File: src/rtl/fifo_slice_pkg.sv
package fifo_slice_pkg;
  // Kind bit carried with an expansion pulse
  typedef enum logic {
    HAND_WRITE = 1'b0,
    HAND_READ  = 1'b1
  } hand_kind_t;
endpackage

File: src/rtl/slice_mem.sv
// Simple dual-port storage with a registered read port (block RAM friendly)
module slice_mem #(
  parameter int DATA_W = 9,
  parameter int DEPTH  = 16,
  localparam int AW    = $clog2(DEPTH)
) (
  input  logic              clk,
  input  logic              we,
  input  logic [AW-1:0]     waddr,
  input  logic [DATA_W-1:0] wdata,
  input  logic              re,
  input  logic [AW-1:0]     raddr,
  output logic [DATA_W-1:0] rdata
);
  logic [DATA_W-1:0] store [DEPTH];

  always_ff @(posedge clk) begin
    if (we) store[waddr] <= wdata;
  end

  always_ff @(posedge clk) begin
    if (re) rdata <= store[raddr];
  end
endmodule

File: src/rtl/slice_ptrs.sv
// Write/read positions, word count and registered flags
module slice_ptrs #(
  parameter int DEPTH = 16,
  localparam int AW   = $clog2(DEPTH),
  localparam int CW   = $clog2(DEPTH + 1)
) (
  input  logic          clk,
  input  logic          rst,
  input  logic          solo,
  input  logic          wr_req,
  input  logic          rd_req,
  input  logic          rt_req,
  input  logic          wtok,
  input  logic          rtok,
  output logic          wr_ok,
  output logic          rd_ok,
  output logic          wr_last,
  output logic          rd_last,
  output logic [AW-1:0] wptr,
  output logic [AW-1:0] rptr,
  output logic          full_n,
  output logic          empty_n,
  output logic          half_n
);
  localparam logic [AW-1:0] LAST = AW'(DEPTH - 1);
  localparam logic [CW-1:0] FULL_CNT = CW'(DEPTH);
  localparam logic [CW-1:0] HALF_CNT = CW'(DEPTH / 2);

  logic [CW-1:0] cnt, cnt_nx;
  logic          rt_do;

  assign rt_do   = rt_req & solo;
  assign wr_ok   = wr_req & full_n & wtok & ~rt_do;
  assign rd_ok   = rd_req & empty_n & rtok & ~rt_do;
  assign wr_last = wr_ok & (wptr == LAST);
  assign rd_last = rd_ok & (rptr == LAST);

  always_comb begin
    if (rt_do) begin
      if (wptr == '0 && !full_n) cnt_nx = FULL_CNT;
      else                       cnt_nx = CW'(wptr);
    end else begin
      cnt_nx = cnt + CW'(wr_ok) - CW'(rd_ok);
    end
  end

  always_ff @(posedge clk) begin
    if (rst) begin
      wptr    <= '0;
      rptr    <= '0;
      cnt     <= '0;
      full_n  <= 1'b1;
      empty_n <= 1'b0;
      half_n  <= 1'b1;
    end else begin
      if (wr_ok) wptr <= (wptr == LAST) ? '0 : wptr + 1'b1;
      if (rt_do)      rptr <= '0;
      else if (rd_ok) rptr <= (rptr == LAST) ? '0 : rptr + 1'b1;
      cnt     <= cnt_nx;
      full_n  <= (cnt_nx != FULL_CNT);
      empty_n <= (cnt_nx != '0);
      half_n  <= solo ? !(cnt_nx > HALF_CNT) : 1'b1;
    end
  end

  // a full slice keeps its write position
  assert_full_holds_wptr_R2: assert property (@(posedge clk) disable iff (rst)
    !full_n |=> $stable(wptr));
  // the count stays within the depth
  assert_count_bound_R2: assert property (@(posedge clk) disable iff (rst)
    cnt <= FULL_CNT);
  // an empty slice keeps its read position unless rewound
  assert_empty_holds_rptr_R3: assert property (@(posedge clk) disable iff (rst)
    (!empty_n && !rt_do) |=> $stable(rptr));
  // full and empty never show together
  assert_flag_exclusive_R11: assert property (@(posedge clk) disable iff (rst)
    !((!full_n) && (!empty_n)));
  // retransmit rewinds reading and keeps writing position
  assert_retrans_rewind_R5: assert property (@(posedge clk) disable iff (rst)
    rt_do |=> (rptr == '0) && $stable(wptr));
  // no half-full indication in ring mode
  assert_half_idle_ring_R9: assert property (@(posedge clk) disable iff (rst)
    !solo |=> half_n);
endmodule

File: src/rtl/slice_link.sv
// Mode latch and token ownership, expansion pulse generation
module slice_link
  import fifo_slice_pkg::*;
(
  input  logic clk,
  input  logic rst,
  input  logic first_n,
  input  logic xin_n,
  input  logic xin_kind,
  input  logic wr_last,
  input  logic rd_last,
  output logic solo,
  output logic wtok,
  output logic rtok,
  output logic xout_n,
  output logic xout_kind
);
  logic wheld, rheld;
  logic arrive_w, arrive_r;

  assign arrive_w = !solo && !xin_n && (xin_kind == HAND_WRITE);
  assign arrive_r = !solo && !xin_n && (xin_kind == HAND_READ);
  assign wtok     = wheld | arrive_w;
  assign rtok     = rheld | arrive_r;

  always_ff @(posedge clk) begin
    if (rst) begin
      solo      <= !xin_n;
      wheld     <= !xin_n | !first_n;
      rheld     <= !xin_n | !first_n;
      xout_n    <= 1'b1;
      xout_kind <= HAND_WRITE;
    end else begin
      xout_n <= 1'b1;
      if (!solo) begin
        if (wr_last)       wheld <= 1'b0;
        else if (arrive_w) wheld <= 1'b1;
        if (rd_last)       rheld <= 1'b0;
        else if (arrive_r) rheld <= 1'b1;
        if (wr_last) begin
          xout_n    <= 1'b0;
          xout_kind <= HAND_WRITE;
        end else if (rd_last) begin
          xout_n    <= 1'b0;
          xout_kind <= HAND_READ;
        end
      end
    end
  end

  // a standalone slice never emits a hand-off
  assert_solo_quiet_R1: assert property (@(posedge clk) disable iff (rst)
    solo |-> xout_n);
  // a write wrap is followed by a write-kind pulse and loss of the right
  assert_write_handoff_R7: assert property (@(posedge clk) disable iff (rst)
    (wr_last && !solo) |=> (!xout_n && xout_kind == HAND_WRITE && !wheld));
  // a read wrap is followed by a read-kind pulse and loss of the right
  assert_read_handoff_R8: assert property (@(posedge clk) disable iff (rst)
    (rd_last && !solo) |=> (!xout_n && xout_kind == HAND_READ && !rheld));
  // both positions never wrap in one cycle
  assert_single_handoff_R8: assert property (@(posedge clk) disable iff (rst)
    !(wr_last && rd_last));
endmodule

File: src/rtl/fifo_slice.sv
module fifo_slice #(
  parameter int DATA_W = 9,
  parameter int DEPTH  = 16,
  localparam int AW    = $clog2(DEPTH)
) (
  input  logic              clk,
  input  logic              rst,
  input  logic              wr_en,
  input  logic [DATA_W-1:0] wr_data,
  output logic              full_n,
  input  logic              rd_en,
  output logic [DATA_W-1:0] rd_data,
  output logic              empty_n,
  output logic              half_n,
  input  logic              retrans,
  input  logic              first_n,
  input  logic              xin_n,
  input  logic              xin_kind,
  output logic              xout_n,
  output logic              xout_kind
);
  logic          solo, wtok, rtok;
  logic          wr_ok, rd_ok, wr_last, rd_last;
  logic [AW-1:0] wptr, rptr;

  slice_link u_link (
    .clk       (clk),
    .rst       (rst),
    .first_n   (first_n),
    .xin_n     (xin_n),
    .xin_kind  (xin_kind),
    .wr_last   (wr_last),
    .rd_last   (rd_last),
    .solo      (solo),
    .wtok      (wtok),
    .rtok      (rtok),
    .xout_n    (xout_n),
    .xout_kind (xout_kind)
  );

  slice_ptrs #(.DEPTH(DEPTH)) u_ptrs (
    .clk     (clk),
    .rst     (rst),
    .solo    (solo),
    .wr_req  (wr_en),
    .rd_req  (rd_en),
    .rt_req  (retrans),
    .wtok    (wtok),
    .rtok    (rtok),
    .wr_ok   (wr_ok),
    .rd_ok   (rd_ok),
    .wr_last (wr_last),
    .rd_last (rd_last),
    .wptr    (wptr),
    .rptr    (rptr),
    .full_n  (full_n),
    .empty_n (empty_n),
    .half_n  (half_n)
  );

  slice_mem #(.DATA_W(DATA_W), .DEPTH(DEPTH)) u_mem (
    .clk   (clk),
    .we    (wr_ok),
    .waddr (wptr),
    .wdata (wr_data),
    .re    (rd_ok),
    .raddr (rptr),
    .rdata (rd_data)
  );
endmodule

File: config.mk
export PLATFORM = sky130hd
export DESIGN_NAME = fifo_slice
export DESIGN_NICKNAME = d
export VERILOG_FILES = /design/src/rtl/fifo_slice_pkg.sv /design/src/rtl/slice_mem.sv /design/src/rtl/slice_ptrs.sv /design/src/rtl/slice_link.sv /design/src/rtl/fifo_slice.sv
export SDC_FILE = /design/constraint.sdc
export NUM_CORES = 1
export LEC_CHECK = 0
export BUFFER_PORTS_ARGS = -buffer_cell sky130_fd_sc_hd__buf_2
export CORE_MARGIN = 8
export CORE_UTILIZATION = 40
export DETAILED_ROUTE_END_ITERATION = 6
export SYNTH_ARGS = -nofsm -noshare
export SYNTH_HDL_FRONTEND = slang
export SYNTH_HIERARCHICAL = 1
export SYNTH_SLANG_ARGS = --single-unit
export TNS_END_PERCENT = 30
File: constraint.sdc
create_clock -name clk -period 4.34 [get_ports clk]
set_input_delay 0.868 -clock clk [delete_from_list [all_inputs] [get_ports clk]]
set_output_delay 0.868 -clock clk [all_outputs]
set_load 0.005 [all_outputs]
After elaboration in Yosys (flattened, before gate mapping)
Memories as Yosys holds them, arrays and structs flattened. A register that Yosys moved wholly into a read port is not among the register bits.
Index checks and enable logic that the tools add are counted.
W data, S select, Z words.
{"block": "op_classes", "n_eq_ne": 4, "n_reduce_logical": 20, "bitwise_logic": 15, "n_mux": 18, "addsub": 4, "magnitude_cmp": 1}
{"op": "$mux W1", "n": 14}
{"op": "$mux W5", "n": 2}
{"op": "$and A1 B1 Y1", "n": 9}
{"op": "$add A4 B1 Y4 const B", "n": 2}
{"op": "$eq A4 B4 Y1 const B", "n": 2}
{"op": "$mux W4", "n": 2}
{"op": "$reduce_and A2 Y1", "n": 3}
{"op": "$reduce_bool A3 Y1", "n": 2}
{"op": "$reduce_or A2 Y1", "n": 3}
{"op": "$add A5 B1 Y5", "n": 1}
{"op": "$gt A5 B4 Y1 const B", "n": 1}
{"op": "$logic_not A1 Y1", "n": 5}
{"op": "$ne A5 B5 Y1 const B", "n": 1}
{"op": "$reduce_bool A5 Y1", "n": 1}
{"op": "$sub A5 B1 Y5", "n": 1}
{"op": "$logic_and A1 B1 Y1", "n": 4}
{"op": "$logic_not A4 Y1", "n": 1}
{"op": "$not A1 Y1", "n": 3}
{"op": "$or A1 B1 Y1", "n": 3}
{"op": "$ne A2 B2 Y1 const B", "n": 1}
{"op": "$reduce_bool A2 Y1", "n": 1}
{"block": "word_totals", "word_cells": 74, "n_memories": 1, "in_bits": 17, "ff_bits": 21, "out_inout_bits": 14, "ram_bits": 144}
{"name": "u_mem.store", "words": 16, "word_bits": 9, "rd": 1, "rd_ports_with_merged_regs": 1, "write_ports": 1, "line_no": "slice_mem.sv:15", "source": "logic [DATA_W-1:0] store [DEPTH];"}

Logic depth before layout (Yosys ltp)
Gate-level depths: netlist of run 1.
{"block": "logic_depth", "word_depth": 11, "ltp_mapped": 15}

Modules after synthesis
The synthesis of run 1 kept the hierarchy.
{"module": "slice_mem", "seq_area_each_um2": 4594.4, "n_inst": 1, "cells_per_inst": 254, "area_per_inst_um2": 5870.6}
{"module": "slice_ptrs", "seq_area_each_um2": 320.3, "n_inst": 1, "cells_per_inst": 115, "area_per_inst_um2": 962.2}
{"module": "slice_link", "seq_area_each_um2": 130.1, "n_inst": 1, "cells_per_inst": 21, "area_per_inst_um2": 226.5}

Worst setup path after synthesis of run 1
Ideal clock, no wire load.
{"block": "synth_path", "path_type": "in2reg", "startpoint": "in xin_n", "endpoint": "reg u_ptrs.empty_n", "t_arrival_ps": 3344, "setup_time_ps": 71, "required_ps": 4269, "cell_stages": 15, "setup_slack_ps": 925, "cell_sequence": "nor2_1 > a21o_1 > nand3_1 > nand2b_1 > inv_1 > ha_1 > inv_1 > ha_1 > inv_1 > fa_1 > nand2b_1 > a21oi_2 > xnor2_1 > a211oi_2 > o21bai_1"}
{"block": "synth_between", "word_cells_on_any_way": 14, "cone_classes": "2 x add/sub; 1 x mux; 6 x bitwise; 5 x reduce/logical"}
{"item": "start: declaration", "line_no": "fifo_slice.sv:17", "source": "input logic xin_n,"}
{"item": "$logic_not A1 Y1", "line_no": "slice_link.sv:22", "source": "assign arrive_r = !solo && !xin_n && (xin_kind == HAND_READ);"}
{"item": "$logic_and A1 B1 Y1 (2 in series)", "line_no": "slice_link.sv:22"}
{"item": "$or A1 B1 Y1", "line_no": "slice_link.sv:24", "source": "assign rtok = rheld | arrive_r;"}
{"item": "via rtok", "line_no": "fifo_slice.sv:22", "source": "logic solo, wtok, rtok;"}
{"item": "$and A1 B1 Y1 (2 in series)", "line_no": "slice_ptrs.sv:34", "source": "assign rd_ok = rd_req & empty_n & rtok & ~rt_do;"}
{"item": "via rd_ok", "line_no": "fifo_slice.sv:23", "source": "logic wr_ok, rd_ok, wr_last, rd_last;"}
{"item": "$sub A5 B1 Y5", "line_no": "slice_ptrs.sv:43", "source": "cnt_nx = cnt + CW'(wr_ok) - CW'(rd_ok);"}
{"item": "$mux W5", "line_no": "slice_ptrs.sv:39", "source": "if (rt_do) begin"}
{"item": "$reduce_bool A5 Y1", "line_no": "slice_ptrs.sv:61", "source": "empty_n <= (cnt_nx != '0);"}
{"item": "end signal: assignment", "line_no": "slice_ptrs.sv:61"}
{"item": "end: declaration", "line_no": "slice_ptrs.sv:22", "source": "output logic empty_n,"}
The timed path passes the listed nets, and every way through them passes these cells.
A chain may end at the register's enable or synchronous reset.

Worst setup path in the final report of run 1
Ends and elaborated chain as after synthesis.

==> results.md, run 1 <==
* Overall Power at slightly below 4 mW
* Synth Area per Inst at 18.1 um^2
* Most frequent standard cell in the layout excluding fill and tap cells: edfxtp_1
* Fill cell count at 1,504
* Post_cts resized at 0
* Category of the worst setup path launch point: primary input
* PD cells at between 400 and 500 nW/um^2
* Top achievable clock speed at 314 MHz
* Unrepaired setup endpoints after global routing: no
* WS Path Type: primary input to flop
* Buffer levels on the longest clock path at 2
* Clock period minus final worst setup slack at 3.18 ns
* Critical path peak fanout at 6
* Die Ht at 149 um
* Global-route wire length before repair at 21.8 mm
* Warning count from the yosys run at 6
* Post-Route Utilization at 0.467
* Average detailed-routed wire length per instance at a little over 20 um
* Status: completed
* PortBufs at 30
* Clock latency reported for the late side of the worst-skew pair at 0.42 ns
* Internal at 2.95 mW
* Number of buffers inserted during clock tree synthesis at 17
* Part of the cycle the worst path needs at 0.733
* Initial antenna violation count at 0
* DR DRC count at 0
* Sequential element share of the synthesized area at 0.715
* Postcts setup bufs at 0
* Async set-reset flop share out of synthesis at 0
* Type of the tightest min-delay check: flop to flop
* Clk sinks at 174
* Clock transition time at the flip-flop clock pins of the worst setup and hold paths at 0.06 ns
* Cell occurring most often along the worst timing path: inv_1
* Endpoints failing setup at 0
* Max-cap check violation count at 0
* Num rows at 48
* Max Clock Skew at 0.00634 ns
* Dominant cells by area after synthesis: edfxtp_1 (66%), mux4_2 (6.7%), mux4_1 (5.6%), dfxtp_1 (5.1%), a22oi_1 (2.1%)
* Number of enable-type register cells in the synthesized netlist at roughly 160
* Via count of the first global-routing pass at 3,778
* Req. time, crit path at 4.64 ns
* Highest metal used: met4
* Final Net Count at 470
* Gr ovfl total at 0
* Comb pwr share at 0.133
* Setup_tns at 0 ns
* Maximum number of pins on one net before global-route repair at 40
* Via Count at 3,665
* Detailed-routing iteration count for the pre-antenna-repair pass at 5
* Dominant register cell in the synthesized netlist: edfxtp_1
* Violation count after the first detailed-routing iteration at 302
* Cell chain of the critical path: buf_2, nor2_1, a21o_1, nand3_1, nand2b_1, inv_1, ha_1, inv_1, ha_1, inv_1, fa_1, xnor2_1, mux2i_1, nand3_1, a211oi_2, o21bai_1
* Maximum cell stage delay along the critical path at 0.41 ns
* Half-perimeter wire length after placement at roughly 8.8 mm
* Synthesized netlist cell count at 390
* Die Footprint at 22,200 um^2
* CTS tree: done
* GRT Util Overall at 0.133
* Antenna viol nets, final at 0
* Net Sw Frac at 0.249
* Via density per instance at approximately 5.4
* Fraction of power consumed by the clock network at 0.370
* Data arrival time at the worst-slack endpoint at around 3.5 ns
* Area delta synth->final at 14.4%
* Distinct cell type count after synthesis at 54
* Crit path max-delay family: adder cells
* Met1 Wirelength at 6.22 mm
* Fraction of layout cells with a size suffix above 1 at 0.241
* Worst Setup End Kind: flop
* Final hold violation count at 0
* Post-detailed-placement cell area at 7510 um^2
* Leading area contributor after synthesis: edfxtp_1
* WL final at 13.9 mm
* Sum of met2 wire segment lengths after detailed routing at 6.87 mm
* Number of antenna diodes at 0
* Buffers & Inverters on Critical Path at 4
* Weighted congestion at the end of routability-driven global placement at 0.811
* Slew at the pin with the worst max-slew slack at 0.995 ns
* Clock Root Buffer: clkbuf_16
* Initial core utilization at 0.408
* Final max-slew violation count at 0
* Total standard cell area after synthesis at between 7000 and 8000 um^2
* Amount of wire on met3 after detailed routing at 532 um
* Boundary Pins at 31
* Count of hold-fix buffers inserted at cts at 0
* Die extent in x at 149 um
* Max-Slew Margin vs Limit at 0.336
* Lkg Pwr at 2.68 nW
* Relative contribution of sequential cells to total power at 0.497
* Flip-flop and latch count after synthesis at 174
* Total nets after synthesis at roughly 420
* Worst vdd rail ir drop at 0.000299 V
* Commonest cells after routing, fill and taps aside: edfxtp_1 (156), buf_2 (30), nor2_1 (27)
* Core outline area at around 17,000 um^2
* CTS H-Tree Depth at 4
* Area fraction of the dominant cell type after synthesis at 0.664
* Slowest library cell on the worst path: fa_1
* Net switching power at 980 uW
* Post-route cell area at just over 8000 um^2
## tightest hold or removal path, delay by kind of cell (launching register included)
kind,cells,cell delay [ns]
DFF,1,0.31
AOI/OAI and AO/OA,1,0.06
buffers and inverters,1,0.05
## per-stage QoR
step	worst slack, ns	cells	hold WS, ns
after detailed placement	0.759	650	0.467
after floorplan	0.925	390	0.455
after global routing	0.893	682	0.525
after global placement	0.894	650	0.461
final	1.16	682	0.479
after CTS	1.19	682	0.479
## metal layers
layer / up-vias / global-route usage
met3: 18 / 0.0267
met5: - / 0
met2: 86 / 0.215
met4: 0 / 0.0575
met1: 1885 / 0.173
li1: 1676 / -
## path summary, 6_finish.rpt
check	slack, ns	cells after the start	from	to
worst min register to register	0.48	2	u_link/xout_kind	u_link/xout_kind
worst max register to register	1.17	15	u_link/solo	u_ptrs/empty_n
worst min-delay path	0.48	2	u_link/xout_kind	u_link/xout_kind
worst max-delay path	1.16	16	xin_n	u_ptrs/empty_n
## power groups by stage
stage	Clock [mW]	Sequential, mW	Combinational [mW]
global placement	0	1.99	0.515
CTS	1.49	1.96	0.526
floorplan	0	1.97	0.405
detailed placement	0	1.99	0.522
finish	1.45	1.96	0.524
global route	1.55	1.97	0.583
## synth_stat cells, types with 2 or more instances
library cell and n:
edfxtp_1 156, nor2b_1 2, xor2_1 2, buf_2 3, nor2_1 27, buf_6 4, nand2_1 17, mux4_2 21
and3_1 3, nor4_1 2, a211oi_2 2, ha_1 8, a22oi_1 20, nand3b_1 2, and2_1 2, nand3_1 8
clkbuf_1 2, nand2b_1 6, dfxtp_1 18, a21o_1 2, mux2i_1 2, xnor2_1 4, inv_1 16, a21oi_1 10
mux4_1 15, nor3_1 8
## layout make-up
cell class | count | area, um^2 | area share
Sequential cell | 174 | 5050 | 0.625
Multi-Input combinational cell | 185 | 1820 | 0.226
Clock buffer | 19 | 433 | 0.0536
Timing Repair Buffer | 49 | 293 | 0.0363
Tap cell | 225 | 282 | 0.0349
Clock inverter | 13 | 133 | 0.0164
Inverter | 17 | 63.8 | 0.00790
## registers in the layout, indices dropped and copies added, names as in the netlist
| register | cells |
|---|---|
| u_link/rheld | 1 |
| u_link/solo | 1 |
| u_link/wheld | 1 |
| u_link/xout_kind | 1 |
| u_link/xout_n | 1 |
| u_mem/rdata | 9 |
| u_mem/store | 144 |
| u_ptrs/cnt | 5 |
| u_ptrs/empty_n | 1 |
| u_ptrs/full_n | 1 |
| u_ptrs/half_n | 1 |
| u_ptrs/rptr | 4 |
| u_ptrs/wptr | 4 |
## kinds of logic (layout without fill, tap and decap cells)
| family | count (synthesis) | in the layout | share of synthesized area |
|---|---|---|---|
| and+or+nand+nor | 84 | 84 | 0.0583 |
| xor gates and xnor gates | 6 | 6 | 0.00744 |
| AOI/OAI and AO/OA | 48 | 48 | 0.0500 |
| muxes | 38 | 38 | 0.126 |
| DFF | 174 | 174 | 0.715 |
| adders and majority gates | 9 | 9 | 0.0170 |
| buffers and inverters | 31 | 98 | 0.0269 |
(Power assumes the default switching activity.)
==> inputs of run 2 (changes only) <==
==> constraint.sdc (replaced) <==
create_clock -name clk -period 2.6 [get_ports clk]
set_input_delay 0.52 -clock clk [delete_from_list [all_inputs] [get_ports clk]]
set_output_delay 0.52 -clock clk [all_outputs]
set_load 0.005 [all_outputs]
==> run 2 against run 1 <==
Net effect:
- the run now ends with negative setup slack left
- global-route usage up 0.30 points
- clock skew up 0.0027 ns
- worst setup slack worse by 1.2 ns
- via count up 1.4%
- sequential share of layout area down 2.0 points
- combinational power up 100%
- design area up 3.3%
- clock power up 74%
- non-clock buffer count up 21
- utilization up 1.5 points
- power up 73%
- sequential cell count unchanged
==> results.md, run 2 (synthesized netlist as in run 1, its figures left out) <==
* Buffers & Inverters on Critical Path at 3
* Largest regs: u_mem/store x144, u_mem/rdata x9, u_ptrs/cnt x5
* Overall Power at about 6.8 mW
* Initial antenna violation count at 1
* Status: complete, but fails checks
* Final Net Count at roughly 500
* Part of the cycle the worst path needs at 1.03
* WL final at 14.2 mm
* Die Ht at about 150 um
* Final cell count without fillers at around 700
* Via count of the first global-routing pass at 3,934
* Final max-slew violation count at 0
* Area delta synth->final at 18.2%
* WS Path Type: flop to flop
* Worst Setup End Kind: flop
* Count of hold-fix buffers inserted at cts at 0
* Failing checks: negative setup slack
* CTS tree: done
* DR DRC count at 0
* Half-perimeter wire length after placement at 9.30 mm
* PD cells at just over 800 nW/um^2
* Global-route wire length before repair at 22.6 mm
* Worst vdd rail ir drop at between 0.0004 and 0.0005 V
* Area taken by flip-flops and latches at 5050 um^2
* Slew at the pin with the worst max-slew slack at 0.786 ns
* Top achievable clock speed at 373 MHz
* Clock latency reported for the late side of the worst-skew pair at approximately 0.43 ns
* Crit path max-delay family: adder cells
* Gr ovfl total at 0
* Boundary Pins at 31
* Area of combinational cells with multiple inputs at about 1900 um^2
* Via density per instance at 5.29
* GRT Util Overall at 0.136
* Die Footprint at 22,200 um^2
* Flip-flop count of the largest register, all copies and words added at 144
* Data arrival time at the worst-slack endpoint at 2.98 ns
* Most frequent standard cell in the layout excluding fill and tap cells: edfxtp_1
* Post-placement worst setup slack at -0.281 ns
* Initial core utilization at 0.408
* Num rows at 48
* Clock period minus final worst setup slack at approximately 2.7 ns
* Final hold violation count at 0
* Cell chain of the critical path: nor2_4, a21o_1, nand3_1, nand2b_4, inv_8, ha_4, inv_2, ha_4, inv_2, fa_2, xnor2_1, mux2i_1, nand3_1, a211oi_2, o21bai_1
* PortBufs at 30
* Fraction of layout cells with a size suffix above 1 at 0.302
* Max Clock Skew at 0.00902 ns
* Type of the tightest min-delay check: primary input to flop
* Endpoints failing setup at 3
* Commonest cells after routing, fill and taps aside: edfxtp_1 (156), buf_4 (37), buf_2 (30)
* Unrepaired setup endpoints after global routing: yes
* Detailed-routing iteration count for the pre-antenna-repair pass at 5
* Violation count after the first detailed-routing iteration at approximately 260
* Clk sinks at roughly 170
* Max-Slew Margin vs Limit at 0.474
* Req. time, crit path at 2.89 ns
* Max-cap check violation count at 0
* Average detailed-routed wire length per instance at around 20 um
* Slowest library cell on the worst path: edfxtp_1
* Category of the worst setup path launch point: flop
* Number of antenna diodes at 0
* Fill cell count at 1,474
* Via Count at 3,717
* Register containing the most flip-flops in the final layout: u_mem/store
* Lkg Pwr at 2.81 nW
* Inst Count DP at 670
* Maximum cell stage delay along the critical path at around 0.47 ns
* CTS H-Tree Depth at 4
* Post-route worst setup slack at -0.0840 ns
* Number of buffers inserted during clock tree synthesis at 17
* Clock transition time at the flip-flop clock pins of the worst setup and hold paths at 0.06 ns
* Weighted congestion at the end of routability-driven global placement at 0.771
* Critical path peak fanout at 4
* Clock Root Buffer: clkbuf_16
* Core outline area at 17,300 um^2
* Die extent in x at 149 um
* Antenna viol nets, final at 0
* Buffer levels on the longest clock path at 2
* Maximum number of pins on one net before global-route repair at 41
-- run 2: changes by cell type in the layout (fill, tap and decap cells not counted), sizes merged --
cell,change
clkinv,-3
clkbuf,-1
bufinv,+1
inv,+2
buf,+21
-- run 2: stage by stage --
| step | cell area [um^2] | utilization | setup TNS (ns) | hold WS [ns] |
|---|---|---|---|---|
| floorplan | 7110 | - | -0.0385 | 0.455 |
| global placement | 7720 | 0.447 | -1.42 | 0.464 |
| detailed placement | 7720 | 0.447 | -2.93 | 0.470 |
| CTS | 8320 | 0.481 | -0.135 | 0.365 |
| global route | 8340 | 0.482 | -0.705 | 0.370 |
| finish | 8340 | 0.482 | -0.145 | 0.385 |
-- run 2: cell type report --
cell class	count	share of cell area
clock inverter	13	0.0180
multi-input combinational	185	0.227
sequential	174	0.605
clock buffer	18	0.0514
timing repair buffer	70	0.0564
tap	225	0.0337
inverter	17	0.00855
-- run 2: what timing repair did --
item	in CTS	in global routing
gates resized for setup	1	7
setup buffers	1	0
setup endpoints to repair	3	41
pin swaps	0	0
-- run 2: per-layer routing --
layer / GRT usage / wire (um)
met1: 0.174 / 6440
met5: 0 / 10
met2: 0.220 / 7000
met3: 0.0367 / 556
met4: 0.0500 / 208
-- run 2: path summary, 6_finish.rpt --
path,end,slack (ns),depth (start not counted),start
worst max register to register,u_ptrs/empty_n,-0.08,15,u_link/solo
worst min-delay path,u_link/solo,0.39,2,xin_n
worst min register to register,u_link/xout_kind,0.47,2,u_link/xout_kind
worst max-delay path,u_ptrs/empty_n,-0.08,15,u_link/solo
-- run 2: power breakdown --
part           switching [mW]  internal (mW)  total, mW
Sequential             0.0601           3.17       3.23
Combinational           0.547          0.517       1.06
Clock                    1.09           1.43       2.52
==> inputs of run 3 (changes only) <==
--- a/config.mk
+++ b/config.mk
@@ -7,7 +7,7 @@
 export LEC_CHECK = 0
 export BUFFER_PORTS_ARGS = -buffer_cell sky130_fd_sc_hd__buf_2
 export CORE_MARGIN = 8
-export CORE_UTILIZATION = 40
+export CORE_UTILIZATION = 34
 export DETAILED_ROUTE_END_ITERATION = 6
 export SYNTH_ARGS = -nofsm -noshare
 export SYNTH_HDL_FRONTEND = slang
==> run 3 against run 2 <==
Net effect:
- the run still ends with negative setup slack left
- via count decreased by 0.46%
- register-to-register slack improved by 0.04 ns
- clock skew up 0.00052 ns
- critical path type unchanged
==> results.md, run 3 (synthesized netlist as in run 1, its figures left out) <==
* CTS tree: done
* Internal at approximately 5.0 mW
* Initial antenna violation count at 0
* Core outline area at 20,300 um^2
* Post-route cell area at 8360 um^2
* Via count of the first global-routing pass at 3,941
* Violation count after the first detailed-routing iteration at 262
* PD cells at approximately 800 nW/um^2
* Fraction of power consumed by the clock network at 0.342
* Clock transition time at the flip-flop clock pins of the worst setup and hold paths at 0.06 ns
* Part of the cycle the worst path needs at 1.02
* Most frequent standard cell in the layout excluding fill and tap cells: edfxtp_1
* Global-route wire length before repair at 22.5 mm
* Via Count at 3,700
* Number of buffers inserted during clock tree synthesis at 17
* Die extent in x at 160 um
* Worst Setup End Kind: flop
* Top achievable clock speed at approximately 380 MHz
* Gr ovfl total at 0
* Via density per instance at 4.95
* CTS H-Tree Depth at 4
* WS Path Type: flop to flop
* Clk sinks at 174
* Weighted congestion at the end of routability-driven global placement at 0.732
* Post-placement worst setup slack at -0.293 ns
* R2R cell count at 15
* Clock Root Buffer: clkbuf_16
* Post-Route Utilization at 0.412
* Final hold violation count at 0
* Antenna viol nets, final at 0
* Status: complete, but fails checks
* Boundary Pins at 31
* Die Ht at 160 um
* Worst vdd rail ir drop at 0.000606 V
* Count of hold-fix buffers inserted at cts at 0
* Max Clock Skew at 0.00955 ns
* Max-Slew Margin vs Limit at 0.560
* Failing checks: negative setup slack
* Hold Startpoint: xin_n
* Terminus of the critical flop-to-flop path: u_ptrs/empty_n
* Buffer levels on the longest clock path at 2
* Num rows at 52
* Initial core utilization at 0.348
* Slew at the pin with the worst max-slew slack at 0.657 ns
* Unrepaired setup endpoints after global routing: yes
* Category of the worst setup path launch point: flop
* Critical path peak fanout at 3
* Inst Count DP at 712
* Net Sw Frac at 0.255
* Endpoints failing setup at 2
* Half-perimeter wire length after placement at about 9.5 mm
* Post-route worst setup slack at -0.0469 ns
* Final cell count without fillers at 747
* WL final at around 14 mm
* Clock period minus final worst setup slack at 2.65 ns
* Fraction of layout cells with a size suffix above 1 at 0.298
* GRT Util Overall at 0.114
* Largest regs: u_mem/store x144, u_mem/rdata x9, u_ptrs/cnt x5
* Post-detailed-placement cell area at 7770 um^2
* Setup_tns at -0.0621 ns
* Die Footprint at between 20,000 and 30,000 um^2
* Worst hold path cell count at 2
* Commonest cells after routing, fill and taps aside: edfxtp_1 (156), buf_4 (38), buf_2 (30)
* Type of the tightest min-delay check: primary input to flop
* Relative contribution of sequential cells to total power at 0.488
* Final max-slew violation count at 0
* Register containing the most flip-flops in the final layout: u_mem/store
* Max-cap check violation count at 0
* Flip-flop count of the largest register, all copies and words added at 144
* Area delta synth->final at 18.4%
* Maximum number of pins on one net before global-route repair at 40
* PortBufs at 30
* Comb pwr share at 0.170
* DR DRC count at 0
* Startpoint of the worst register-to-register path: u_link/solo
* Clock latency reported for the late side of the worst-skew pair at roughly 0.42 ns
* Data arrival time at the worst-slack endpoint at between 2 and 3 ns
* WHS Endpoint: u_link/solo
* Average detailed-routed wire length per instance at 19.0 um
* Req. time, crit path at just under 3 ns
* Final Net Count at between 400 and 500
* Number of antenna diodes at 0
* Setup slack on the worst flop-to-flop path at -0.05 ns
* Detailed-routing iteration count for the pre-antenna-repair pass at 4
* Lkg Pwr at ~2.8 nW
* Net switching power at between 1.5 and 2 mW
run 3: cell types whose count changed in the layout (fill, tap and decap cells not counted), sizes merged:
cell,change
inv,-4
bufinv,-2
clkinvlp,+2
clkbuf,+2
clkinv,+2
run 3: worst max-delay path: stages, from the launching register on:
cell and delay, ns:
edfxtp_1 0.46, nor2_4 0.12, a21o_1 0.12, nand3_1 0.08
nand2b_4 0.17, inv_8 0.06, ha_4 0.20, inv_4 0.05
ha_4 0.12, inv_2 0.03, fa_2 0.34, nand2b_4 0.15
a21oi_4 0.14, xnor2_2 0.10, a211oi_2 0.29, o21bai_1 0.14
run 3: through the flow:
stage	total power [mW]	hold WS, ns
CTS	6.68	0.367
global placement	4.30	0.461
global route	6.94	0.379
floorplan	4.01	0.455
detailed placement	4.34	0.471
finish	6.67	0.395
run 3: how the worst max path moves through the flow:
stage / from / to / depth (start not counted)
5_1_grt: u_link/solo / u_ptrs/empty_n / 15
2_1_floorplan: xin_n / u_ptrs/empty_n / 15
3_5_place_dp: xin_n / u_ptrs/empty_n / 16
6_report: u_link/solo / u_ptrs/empty_n / 15
4_1_cts: u_link/solo / u_ptrs/empty_n / 15
3_3_place_gp: xin_n / u_ptrs/empty_n / 16
run 3: metal layers:
layer	part of all wire	track usage	vias up	wire, um
met2	0.50	0.190	80	7070
met3	0.038	0.0355	11	534
li1	-	-	1725	-
met5	0	0	-	0
met1	0.46	0.142	1884	6450
met4	0.0079	0.0297	0	112
run 3: area by class of cell:
cell class              count  area, um^2
well taps                 270         338
flip-flops and latches    174        5050
inverters                  17        73.8
repair buffers             70         475
clock buffers              20         437
multi-input cells         185        1900
clock inverters            11        86.3
fillers                  1844       11900
run 3: power by group through the flow:
stage          Clock (mW)  Combinational [mW]  Sequential [mW]
6_report             2.28                1.13             3.25
5_1_grt              2.44                1.24             3.27
4_1_cts              2.33                1.10             3.25
3_5_place_dp            0                1.03             3.31
3_3_place_gp            0               0.991             3.31
2_1_floorplan           0               0.725             3.29
run 3: repair_timing:
action                     CTS  global route
pin swaps                    0             4
setup endpoints to repair    2            40
setup buffers                0             4
gates resized for setup      3             3
